## config.mk

```make
export PLATFORM = sky130hd
export DESIGN_NAME = mp_uart_rx
export DESIGN_NICKNAME = d
export VERILOG_FILES = /design/src/rtl/mpu_pkg.sv /design/src/rtl/mpu_sync.sv /design/src/rtl/mpu_bitsampler.sv /design/src/rtl/mpu_irqgate.sv /design/src/rtl/mp_uart_rx.sv
export SDC_FILE = /design/constraint.sdc
export NUM_CORES = 1
export LEC_CHECK = 0
export ABC_CLOCK_PERIOD_IN_PS = 1850
export BUFFER_PORTS_ARGS = -buffer_cell sky130_fd_sc_hd__buf_2
export CORE_ASPECT_RATIO = 1.4
export CORE_MARGIN = 3
export CORE_UTILIZATION = 60
export CTS_BUF_LIST = sky130_fd_sc_hd__clkbuf_2 sky130_fd_sc_hd__clkbuf_4 sky130_fd_sc_hd__clkbuf_8
export DETAILED_ROUTE_END_ITERATION = 6
export HOLD_SLACK_MARGIN = 0.02
export PLACE_DENSITY = 0.81
export SYNTH_ARGS = -nofsm -noshare
export SYNTH_HDL_FRONTEND = slang
export SYNTH_SLANG_ARGS = --single-unit
```

## constraint.sdc

```tcl
create_clock -name clk -period 1.85 [get_ports clk]
set_input_delay 0.37 -clock clk [delete_from_list [all_inputs] [get_ports clk]]
set_output_delay 0.37 -clock clk [all_outputs]
set_load 0.02 [all_outputs]
```

## src/rtl/mpu_pkg.sv

```systemverilog
package mpu_pkg;
  typedef enum logic [1:0] {
    MODE_PLAIN8 = 2'd0,
    MODE_CHK8   = 2'd1,
    MODE_NINE   = 2'd2,
    MODE_NINE_B = 2'd3
  } mpu_mode_e;

  typedef enum logic [1:0] {
    ST_IDLE  = 2'd0,
    ST_START = 2'd1,
    ST_DATA  = 2'd2,
    ST_STOP  = 2'd3
  } mpu_state_e;
endpackage

```

## src/rtl/mpu_sync.sv

```systemverilog
module mpu_sync #(
  parameter int STAGES = 2
) (
  input  logic clk,
  input  logic rst,
  input  logic din,
  output logic dout
);
  logic [STAGES-1:0] chain;

  always_ff @(posedge clk) begin
    if (rst) chain <= '1;
    else     chain <= {chain[STAGES-2:0], din};
  end

  assign dout = chain[STAGES-1];
endmodule

```

## src/rtl/mpu_bitsampler.sv

```systemverilog
module mpu_bitsampler
  import mpu_pkg::*;
#(
  parameter int DATA_W     = 8,
  parameter int OVERSAMPLE = 16
) (
  input  logic              clk,
  input  logic              rst,
  input  logic              tick,
  input  logic              line,
  input  logic              nine_mode,
  output logic              frm_done,
  output logic [DATA_W-1:0] frm_byte,
  output logic              frm_ninth,
  output logic              frm_stop
);
  localparam int CNT_W   = $clog2(OVERSAMPLE);
  localparam int BCNT_W  = $clog2(DATA_W + 2);
  localparam logic [CNT_W-1:0] MID_LAST = CNT_W'(OVERSAMPLE / 2 - 1);
  localparam logic [CNT_W-1:0] BIT_LAST = CNT_W'(OVERSAMPLE - 1);
  localparam logic [BCNT_W-1:0] NB8 = BCNT_W'(DATA_W);
  localparam logic [BCNT_W-1:0] NB9 = BCNT_W'(DATA_W + 1);

  mpu_state_e        state;
  logic [CNT_W-1:0]  tcnt;
  logic [BCNT_W-1:0] bcnt;
  logic [DATA_W:0]   shreg;
  logic              nine_q;
  logic [BCNT_W-1:0] nbits;

  assign nbits = nine_q ? NB9 : NB8;

  always_ff @(posedge clk) begin
    if (rst) begin
      state     <= ST_IDLE;
      tcnt      <= '0;
      bcnt      <= '0;
      shreg     <= '0;
      nine_q    <= 1'b0;
      frm_done  <= 1'b0;
      frm_byte  <= '0;
      frm_ninth <= 1'b0;
      frm_stop  <= 1'b1;
    end else begin
      frm_done <= 1'b0;
      if (tick) begin
        unique case (state)
          ST_IDLE: begin
            tcnt <= '0;
            if (!line) begin
              state  <= ST_START;
              nine_q <= nine_mode;
            end
          end
          ST_START: begin
            if (tcnt == MID_LAST) begin
              tcnt <= '0;
              bcnt <= '0;
              state <= line ? ST_IDLE : ST_DATA;
            end else begin
              tcnt <= tcnt + 1'b1;
            end
          end
          ST_DATA: begin
            if (tcnt == BIT_LAST) begin
              tcnt  <= '0;
              shreg <= {line, shreg[DATA_W:1]};
              bcnt  <= bcnt + 1'b1;
              if (bcnt == nbits - 1'b1) state <= ST_STOP;
            end else begin
              tcnt <= tcnt + 1'b1;
            end
          end
          ST_STOP: begin
            if (tcnt == BIT_LAST) begin
              tcnt     <= '0;
              state    <= ST_IDLE;
              frm_done <= 1'b1;
              frm_stop <= line;
              if (nine_q) begin
                frm_byte  <= shreg[DATA_W-1:0];
                frm_ninth <= shreg[DATA_W];
              end else begin
                frm_byte  <= shreg[DATA_W:1];
                frm_ninth <= 1'b0;
              end
            end else begin
              tcnt <= tcnt + 1'b1;
            end
          end
          default: state <= ST_IDLE;
        endcase
      end
    end
  end
endmodule

```

## src/rtl/mpu_irqgate.sv

```systemverilog
module mpu_irqgate
  import mpu_pkg::*;
#(
  parameter int DATA_W = 8
) (
  input  logic              clk,
  input  logic              rst,
  input  logic              frm_done,
  input  logic [DATA_W-1:0] frm_byte,
  input  logic              frm_ninth,
  input  logic              frm_stop,
  input  logic [1:0]        mode,
  input  logic              mp_en,
  input  logic              par_off,
  input  logic              irq_clr,
  output logic [DATA_W-1:0] rx_data,
  output logic              rx_rb8,
  output logic              rx_irq,
  output logic              rx_ferr
);
  logic nine_mode;
  logic fire;

  assign nine_mode = mode[1];

  always_comb begin
    fire = 1'b1;
    if (mp_en) begin
      if (mode == MODE_CHK8)          fire = frm_stop;
      else if (nine_mode && par_off)  fire = frm_ninth;
    end
  end

  always_ff @(posedge clk) begin
    if (rst) begin
      rx_data <= '0;
      rx_rb8  <= 1'b0;
      rx_irq  <= 1'b0;
      rx_ferr <= 1'b0;
    end else begin
      if (irq_clr) rx_irq <= 1'b0;
      if (frm_done) begin
        rx_ferr <= ~frm_stop;
        if (fire) begin
          rx_irq  <= 1'b1;
          rx_data <= frm_byte;
          rx_rb8  <= nine_mode ? frm_ninth : frm_stop;
        end
      end
    end
  end
endmodule

```

## src/rtl/mp_uart_rx.sv

```systemverilog
module mp_uart_rx #(
  parameter int DATA_W      = 8,
  parameter int OVERSAMPLE  = 16,
  parameter int SYNC_STAGES = 2
) (
  input  logic              clk,
  input  logic              rst,
  input  logic              rxd,
  input  logic              tick16,
  input  logic [1:0]        frm_mode,
  input  logic              mp_en,
  input  logic              par_off,
  input  logic              irq_clr,
  output logic [DATA_W-1:0] rx_data,
  output logic              rx_rb8,
  output logic              rx_irq,
  output logic              rx_ferr
);
  logic              line_s;
  logic              frm_done;
  logic [DATA_W-1:0] frm_byte;
  logic              frm_ninth;
  logic              frm_stop;

  mpu_sync #(.STAGES(SYNC_STAGES)) sync_i (
    .clk(clk), .rst(rst), .din(rxd), .dout(line_s)
  );

  mpu_bitsampler #(.DATA_W(DATA_W), .OVERSAMPLE(OVERSAMPLE)) samp_i (
    .clk(clk), .rst(rst), .tick(tick16), .line(line_s),
    .nine_mode(frm_mode[1]),
    .frm_done(frm_done), .frm_byte(frm_byte),
    .frm_ninth(frm_ninth), .frm_stop(frm_stop)
  );

  mpu_irqgate #(.DATA_W(DATA_W)) gate_i (
    .clk(clk), .rst(rst),
    .frm_done(frm_done), .frm_byte(frm_byte),
    .frm_ninth(frm_ninth), .frm_stop(frm_stop),
    .mode(frm_mode), .mp_en(mp_en), .par_off(par_off), .irq_clr(irq_clr),
    .rx_data(rx_data), .rx_rb8(rx_rb8), .rx_irq(rx_irq), .rx_ferr(rx_ferr)
  );
endmodule

```

# ---- Word level (Yosys, flattened, before mapping)
# Cells that the tools add are included.
dict set report word_totals {
  ff_bits 44
  latchBits 0
  ramBits 0
  romBits 0
  in_bits 9
  out_inout_bits 11
  wordCells 68
  memories 0
}
dict set report classes {
  addsub 3
  n_mul 0
  n_div 0
  magnitude_cmp 0
  n_eq_ne 12
  shift 0
  mux 24
  bitwise_logic 4
  reduce_logical 11
}
# op count
set ops {}
lappend ops {{$mux W4} 4}
lappend ops {{$mux W2} 6}
lappend ops {{$pmux W4 S3} 1}
lappend ops {{$mux W1} 10}
lappend ops {{$reduce_and A3 Y1} 3}
lappend ops {{$add A4 B1 Y4 const B} 2}
lappend ops {{$mux W8} 1}
lappend ops {{$ne A2 B1 Y1 const B} 4}
lappend ops {{$pmux W2 S4} 1}
lappend ops {{$pmux W4 S2} 1}
lappend ops {{$reduce_and A6 Y1} 1}
lappend ops {{$eq A2 B1 Y1 const B} 2}
lappend ops {{$eq A2 B2 Y1 const B} 2}
lappend ops {{$eq A4 B3 Y1 const B} 1}
lappend ops {{$eq A4 B4 Y1} 1}
lappend ops {{$eq A4 B4 Y1 const B} 1}
lappend ops {{$not A1 Y1} 4}
lappend ops {{$reduce_and A4 Y1} 1}
lappend ops {{$sub A4 B1 Y4 const B} 1}
lappend ops {{$reduce_or A3 Y1} 1}
lappend ops {{$logic_not A2 Y1} 1}
lappend ops {{$ne A2 B2 Y1 const B} 1}
lappend ops {{$reduce_and A2 Y1} 1}
lappend ops {{$reduce_bool A2 Y1} 1}
lappend ops {{other kinds (2)} 2}

# ---- Logic depth before layout (Yosys ltp)
# Gate-level depths: netlist of the first run.
dict set report logic_depth {
  ltp_word 6
  depth_mapped 8
  ltp_nobuf 6
}

# ---- Hierarchy
# A second synthesis of the first run with hierarchy kept.
dict set report unflattened {
  hier_cells 204
  hier_area_um2 2045.7
}
# mod instances cells_per_inst area_each_um2 seq_area_each_um2
set modules_own_cells {}
lappend modules_own_cells {mpu_bitsampler 1 151 1475.2 620.6}
lappend modules_own_cells {mpu_irqgate 1 49 518.0 220.2}
lappend modules_own_cells {mpu_sync 1 4 52.6 40.0}

# ---- Least setup slack after synthesis of the first run
# No wires, ideal clock.
dict set report synth_path {
  path_type {reg2reg}
  start {reg samp_i.state[0]}
  end {reg samp_i.state[0]}
  setup_ps 86
  arrival_ps 1534
  required_ps 1764
  setup_slack_ps 230
  path_stages_with_launch 7
  n_path_buf 0
  period_less_slack_ps 1620
  path_cell_list {dfxtp_1 > inv_1 > ha_1 > nor3_2 > a211oi_1 > a211o_1 > a211oi_1}
}
dict set report synth_via {
  elab_chain_cells 3
  elab_cells_between_ends 11
  classes_between {eq/ne (8); mux (1); reduce/logical (2)}
}
# element line
set synth_lines {}
lappend synth_lines {{from (decl)} mpu_bitsampler.sv:24} ;# mpu_state_e state;
lappend synth_lines {{from (signal assigned)} mpu_bitsampler.sv:59} ;# state <= line ? ST_IDLE : ST_DATA;
lappend synth_lines {{$eq A2 B2 Y1 (tied with other cells)} mpu_bitsampler.sv:47} ;# unique case (state)
lappend synth_lines {{$ne A2 B1 Y1 (no line) or $ne A2 B2 Y1 (tied branches)} --}
lappend synth_lines {{$reduce_and A6 Y1 (no line)} --}
# Several ways; a longest one is shown, not always the timed one.
# A chain may end at the register's enable or synchronous reset.

==> run_results.csv, run 1 <==
group,metric,value,unit
synthesis,ys_seq_elements,44,
clocking,cts_tree,"yes",
clocking,cts.htree.levels,2,
sta,fmax,0.571,GHz
sta,hold_slack,258,ps
placement,gp_congestion,0.738,
sta,period_needed,1750,ps
setup_path,critPathMaxFanout,5,
grt,grt_max_degree,25,
placement,port_buffers,19,
floorplan,die_y,74.5,um
setup_path,critical_path_required,2070,ps
grt,grt-ovfl-total,0,
setup_path,cp_cell_sequence,"inv_1, ha_1, and4b_1, a211oi_2, a211oi_1, mux2i_1",
drt,drt_iter0_drc,45,
synthesis,post_synth_num_cell_types,40,
finish,syn_to_final_growth,12.5,%
drt,firstDrtPassIters,4,
placement,hpwl,2.95,mm
finish,fillCellCount,264,
clocking,clk_path_buf_depth,2,
drt,wirelength,4.13,mm
synthesis,synth_area,2010,um^2
floorplan,rows,24,
worst_hold_path,min_path_type,"in -> reg",
clocking,cts_root_buf,"clkbuf_8",
sta,finalSetupViolCount,0,
floorplan,initial_utilization,63.8,%
power,ir_drop,0.000946,V
synthesis,postSynthAreaPerCell,9.06,um^2
clocking,clk_latency,290,ps
sta,clock_skew,6.81,ps
grt,track_usage,23.1,%
synthesis,yosysWarnings,0,
sta,hold_viol,0,
drt,ant_nets,0,
floorplan,dieArea,4090,um^2
worst_hold_path,min_from,"rxd",
outcome,status,"finished clean",
power,fin_total_pwr,1.72,mW
synthesis,synth_area_leader_cell,"dfxtp_1",
finish,finish.utilization,71.7,%
floorplan,die_w,54.9,um
drt,drcViolationCount,0,
drt,wl_per_cell,14.8,um
finish,fin_nets,258,
synthesis,ys_seq_area_share,43.8,%
setup_path,crit_arrival,1980,ps
grt,grt_pass1_vias,1622,
synthesis,synth_top_area_share,43.8,%
clocking,cts.sinks,44,
clocking,postCtsHoldBufs,0,
finish,diodes,0,
grt,antenna_found_initial,0,
sta,tns,0,ps
synthesis,synth_nets,238,
sta,final.period_utilization,94.7,%
synthesis,syn_inst,222,
power,p_leak,0.877,nW
sta,worstMarginPinSlew,474,ps
clocking,cts_buffers,5,
sta,maxSlewViolCount,0,
setup_path,crit_type,"reg -> reg",
setup_path,start_kind,"register",
run,max-cap-violations,0,
finish,seqCellArea,881,um^2
sta,maxSlewHeadroom,68.3,%
drt,vias_per_cell,5.90,
floorplan,io_pins,20,
synthesis,synthTopCellsByArea,"dfxtp_1, mux2i_1, a211oi_1",
drt,vias,1651,
floorplan,core_area,3150,um^2
power,power_density,759,nW/um^2
clocking,path_clk_slew,70,ps
finish,drive_gt1_share,17.8,%
setup_path,end_kind,"register",
finish,multi_input_area,1060,um^2
setup_path,slowest_stage,"dfxtp_1",
setup_path,cpPeakStageDelay,410,ps
grt,grt_pass1_wl,6.93,mm
[sequential cells by signal (all words and copies together), names as in the netlist, named ones only]
register / count
samp_i.shreg: 9
gate_i.rx_data: 8
samp_i.frm_byte: 8
samp_i.bcnt: 4
samp_i.tcnt: 4
sync_i.chain: 2
gate_i.rx_ferr: 1
gate_i.rx_irq: 1
gate_i.rx_rb8: 1
samp_i.frm_done: 1
samp_i.frm_ninth: 1
samp_i.frm_stop: 1
samp_i.nine_q: 1
samp_i.state: 1
[layout make-up]
class | instances | share of cell area, %
multi-input cells | 161 | 46.8
flip-flops and latches | 44 | 38.9
repair buffers | 26 | 7.08
clock buffers | 5 | 3.04
well taps | 39 | 2.16
clock inverters | 1 | 1.33
inverters | 4 | 0.664
[Yosys cell counts]
master     instances
nor2b_1            2
buf_4              1
mux2i_1           20
o21a_1             2
and4b_1            1
nor3b_1            1
o31a_1             1
a31oi_1            1
and3b_1            1
clkbuf_1           7
nand4b_1           1
a2111oi_2          1
or3b_2             1
a311oi_1           1
nor2_1            26
a211oi_1          13
nor3_2             1
o21ai_0           13
a21oi_2            1
nand3b_1           4
and2_1             1
buf_6              1
nand2_1            9
ha_1               7
buf_2              2
a21oi_1           19
buf_8              1
nor4_1             2
nor3_1             3
clkbuf_4           1
and3_1             2
a211o_1            1
nand2b_1           3
dfxtp_1           44
a21o_1             1
nand3_2            1
nand3_1           18
o31ai_1            1
or2_2              2
inv_1              4
[cell families after synthesis]
family | count (synthesis) | synth area share [%]
AO/OA/AOI/OAI | 55 | 17.1
adder cells (fa/ha/maj) | 7 | 4.36
buffers and inverters | 17 | 4.60
flip-flops | 44 | 43.8
multiplexers | 20 | 9.96
AND/OR/NAND/NOR | 79 | 20.2
[placed cells by master, fill, tap and decap left out, types with 2 or more instances in the layout]
| master | instances |
|---|---|
| nor2b_1 | 2 |
| a211oi_1 | 12 |
| o21ai_0 | 13 |
| o21a_1 | 2 |
| nand3_1 | 18 |
| nor3_1 | 2 |
| and3_1 | 2 |
| nand2b_1 | 3 |
| mux2i_1 | 20 |
| dfxtp_1 | 44 |
| clkbuf_8 | 5 |
| or2_2 | 2 |
| nor2_1 | 26 |
| ha_2 | 2 |
| a21oi_1 | 19 |
| buf_2 | 19 |
| nand3b_1 | 4 |
| nor4_1 | 2 |
| inv_1 | 4 |
| nand2_1 | 9 |
| ha_1 | 5 |
| buf_4 | 6 |
[path summary, 6_finish.rpt]
path / endpoint / slack (ps) / cells past startpoint
setup reg to reg: register / 100 / 6
setup / recovery: register / 100 / 6
hold reg to reg: sync_i.chain[1] / 430 / 1
hold / removal: sync_i.chain[0] / 260 / 2
[per-layer routing]
metal | up-vias | GRT usage [%] | wire, um
met1 | 787 | 24.1 | 1610
li1 | 834 | - | -
met4 | 0 | 10.5 | 94
met2 | 20 | 41.8 | 2320
met3 | 10 | 5.61 | 101
met5 | - | 0 | 0
[repair_timing]
action	4_1_cts	5_1_grt
endpoints found under the setup margin	0	5
setup buffers	0	0
resized for setup	0	5
[report_power, final]
group          total [mW]  internal [mW]  switching (mW)
clock network       0.687          0.387           0.300
registers           0.954          0.950         0.00367
logic              0.0755         0.0271          0.0484
total                1.72           1.36           0.352
[critical path, delay by kind of cell (launching register included)]
kind,cells,cell delay [ps]
AND/OR/NAND/NOR,1,330
multiplexers,1,210
AO/OA/AOI/OAI,2,360
buffers and inverters,1,110
flip-flops,1,410
adder cells (fa/ha/maj),1,270
[through the flow]
stage               instance area [um^2]  instances  setup slack [ps]
global placement                    2140        274               114
finish                              2260        280              98.5
floorplan                           2010        222               230
CTS                                 2240        280              6.38
detailed placement                  2140        274              46.3
global route                        2260        280             -8.95
Power figures use the tool's default switching activity.
==> inputs of run 2 (changes only) <==
Settings changed: ABC_AREA set to 1, CORE_UTILIZATION 60 to 45, PLACE_DENSITY 0.81 to not set.
==> run_results.csv, run 2 <==
group,metric,value,unit
clocking,cts_buffers,5,
floorplan,dieArea,5120,um^2
sta,maxSlewHeadroom,80.2,%
grt,grt_pass1_vias,1478,
setup_path,crit_arrival,1840,ps
drt,firstDrtPassIters,4,
clocking,post-cts-setup-buffer-count,0,
grt,grt_pass1_wl,6.22,mm
synthesis,synth_edf_count,0,
outcome,status,"finished clean",
sta,clock_skew,5.14,ps
finish,syn_to_final_growth,13.3,%
sta,final.period_utilization,89.4,%
sta,period_needed,1650,ps
sta,tns,0,ps
sta,worstMarginPinSlew,296,ps
synthesis,synth_top_flop_cell,"dfxtp_1",
sta,grt_setup_unrepaired,"no",
synthesis,synthTopCellsByArea,"dfxtp_1, o21ai_0, nor2_1",
clocking,path_clk_slew,80,ps
clocking,cts.htree.levels,2,
setup_path,slowest_stage,"dfxtp_1",
clocking,cts.sinks,44,
finish,largest_reg_flops,9,
grt,antenna_found_initial,0,
synthesis,synth_top_area_share,45.6,%
grt,grt-ovfl-total,0,
setup_path,cpPeakStageDelay,400,ps
finish,largestRegisters,"samp_i.shreg: 9 flops, gate_i.rx_data: 8 flops, samp_i.frm_byte: 8 flops",
drt,drt_iter0_drc,59,
setup_path,path_common_cell,"nand2_1",
drt,ant_nets,0,
synthesis,ys_seq_area_share,45.6,%
grt,track_usage,15.6,%
drt,wl_per_cell,11.0,um
floorplan,initial_utilization,48.0,%
sta,finalSetupViolCount,0,
floorplan,core_area,4020,um^2
clocking,clk_latency,290,ps
synthesis,ys_seq_elements,44,
floorplan,die_w,61.4,um
synthesis,syn_inst,258,
finish,fin_nets,297,
synthesis,synth_area_leader_cell,"dfxtp_1",
worst_hold_path,min_path_type,"in -> reg",
drt,vias_per_cell,5.02,
drt,drcViolationCount,0,
floorplan,io_pins,20,
setup_path,critPathMaxFanout,6,
placement,hpwl,2.62,mm
clocking,post_cts_resized,0,
grt,grt_max_degree,32,
sta,maxSlewViolCount,0,
clocking,cts_tree,"yes",
finish,drive_gt1_share,15.6,%
setup_path,start_kind,"register",
floorplan,die_y,83.5,um
power,p_leak,0.945,nW
sta,hold_viol,0,
clocking,cts_root_buf,"clkbuf_8",
synthesis,postSynthAreaPerCell,7.48,um^2
power,power_density,806,nW/um^2
floorplan,rows,27,
sta,fmax,0.605,GHz
run,max-cap-violations,0,
synthesis,ys_top_cells_by_count,"dfxtp_1, nor2_1, nand2_1",
synthesis,yosysWarnings,0,
finish,fin_cells,325,
setup_path,end_kind,"register",
synthesis,synth_nets,274,
finish,layout_common_cells,"nor2_1, dfxtp_1, nand2_1, o21ai_0, inv_1",
setup_path,critical_path_required,2040,ps
drt,wirelength,3.57,mm
placement,numPlacedInstances,317,
power,ir_drop,0.000592,V
finish,diodes,0,
synthesis,post_synth_num_cell_types,33,
placement,port_buffers,19,
clocking,clk_path_buf_depth,2,
finish,regMostFlops,"samp_i.shreg",
synthesis,synth_area,1930,um^2
drt,vias,1630,
clocking,postCtsHoldBufs,0,
placement,gp_congestion,0.848,
setup_path,crit_type,"reg -> reg",
setup_path,cp_cell_sequence,"inv_1, ha_1, inv_1, nand2_1, nand2_1, nand2_1, nor2_1, nand2_1, nor3_1, nor2_1",
synthesis,synthArstFlopShare,0,%
[run 2: cell count changes after synthesis, sizes merged, moves of 3 or more]
cell / previous run / this run
nand2: 9 / 40
o21ai: 13 / 38
inv: 4 / 25
mux2i: 20 / 0
nor2: 26 / 45
a211oi: 13 / 1
nand3: 19 / 11
clkbuf: 8 / 4
nand3b: 4 / 0
nand2b: 3 / 0
[run 2: layout make-up]
class                   instances  area [um^2]
fillers                       423         1830
multi-input cells             179          903
flip-flops and latches         44          881
repair buffers                 25          140
inverters                      26         97.6
clock buffers                   6         76.3
well taps                      43         53.8
clock inverters                 2         35.0
[run 2: worst paths after layout]
kind | from | endpoint | slack (ps) | cells after the start
worst max-delay path | samp_i.state[0] | samp_i.state[0] | 200 | 10
worst max register to register | samp_i.state[0] | samp_i.state[0] | 200 | 10
worst min-delay path | rxd | sync_i.chain[0] | 260 | 2
worst min register to register | sync_i.chain[0] | sync_i.chain[1] | 420 | 1
[run 2: worst max-delay path: cells and delay by family, from the launching register on]
family	cells	cell delay [ps]
AND/OR/NAND/NOR	7	660
adder cells (fa/ha/maj)	1	280
buffers and inverters	2	200
flip-flops	1	400
[run 2: layer usage]
| metal | routed length (um) | part of all wire, % | track usage (%) |
|---|---|---|---|
| met5 | 0 | 0 | 0 |
| met1 | 1630 | 46 | 18.1 |
| met3 | 92 | 2.6 | 3.87 |
| met4 | 70 | 2.0 | 6.76 |
| met2 | 1770 | 50 | 25.9 |
[run 2: cells by family (layout without fill, tap and decap cells)]
family                     count (synthesis)  after routing  synth area share [%]
buffers and inverters                     35             59                  7.58
DFF                                       44             44                  45.6
AOI/OAI and AO/OA                         64             64                  17.6
adders and majority gates                  7              7                  4.54
and+or+nand+nor                          106            106                  23.8
xor gates and xnor gates                   2              2                 0.907
[run 2: power breakdown]
part	internal, mW	switching (mW)	total (mW)
clock network	0.415	0.307	0.722
logic	0.0291	0.0548	0.0839
registers	0.951	0.00443	0.956
total	1.40	0.366	1.76
[run 2: metrics by stage]
stage | worst slack (ps) | hold WS [ps] | util [%] | area (um^2) | power, mW
2_1_floorplan | 283 | 389 | - | 1930 | 1.03
3_3_place_gp | 254 | 394 | 51.6 | 2080 | 1.06
3_5_place_dp | 210 | 409 | 51.6 | 2080 | 1.06
4_1_cts | 198 | 250 | 54.4 | 2190 | 1.79
5_1_grt | 3.21 | 252 | 54.4 | 2190 | 1.84
6_report | 197 | 261 | 54.4 | 2190 | 1.76
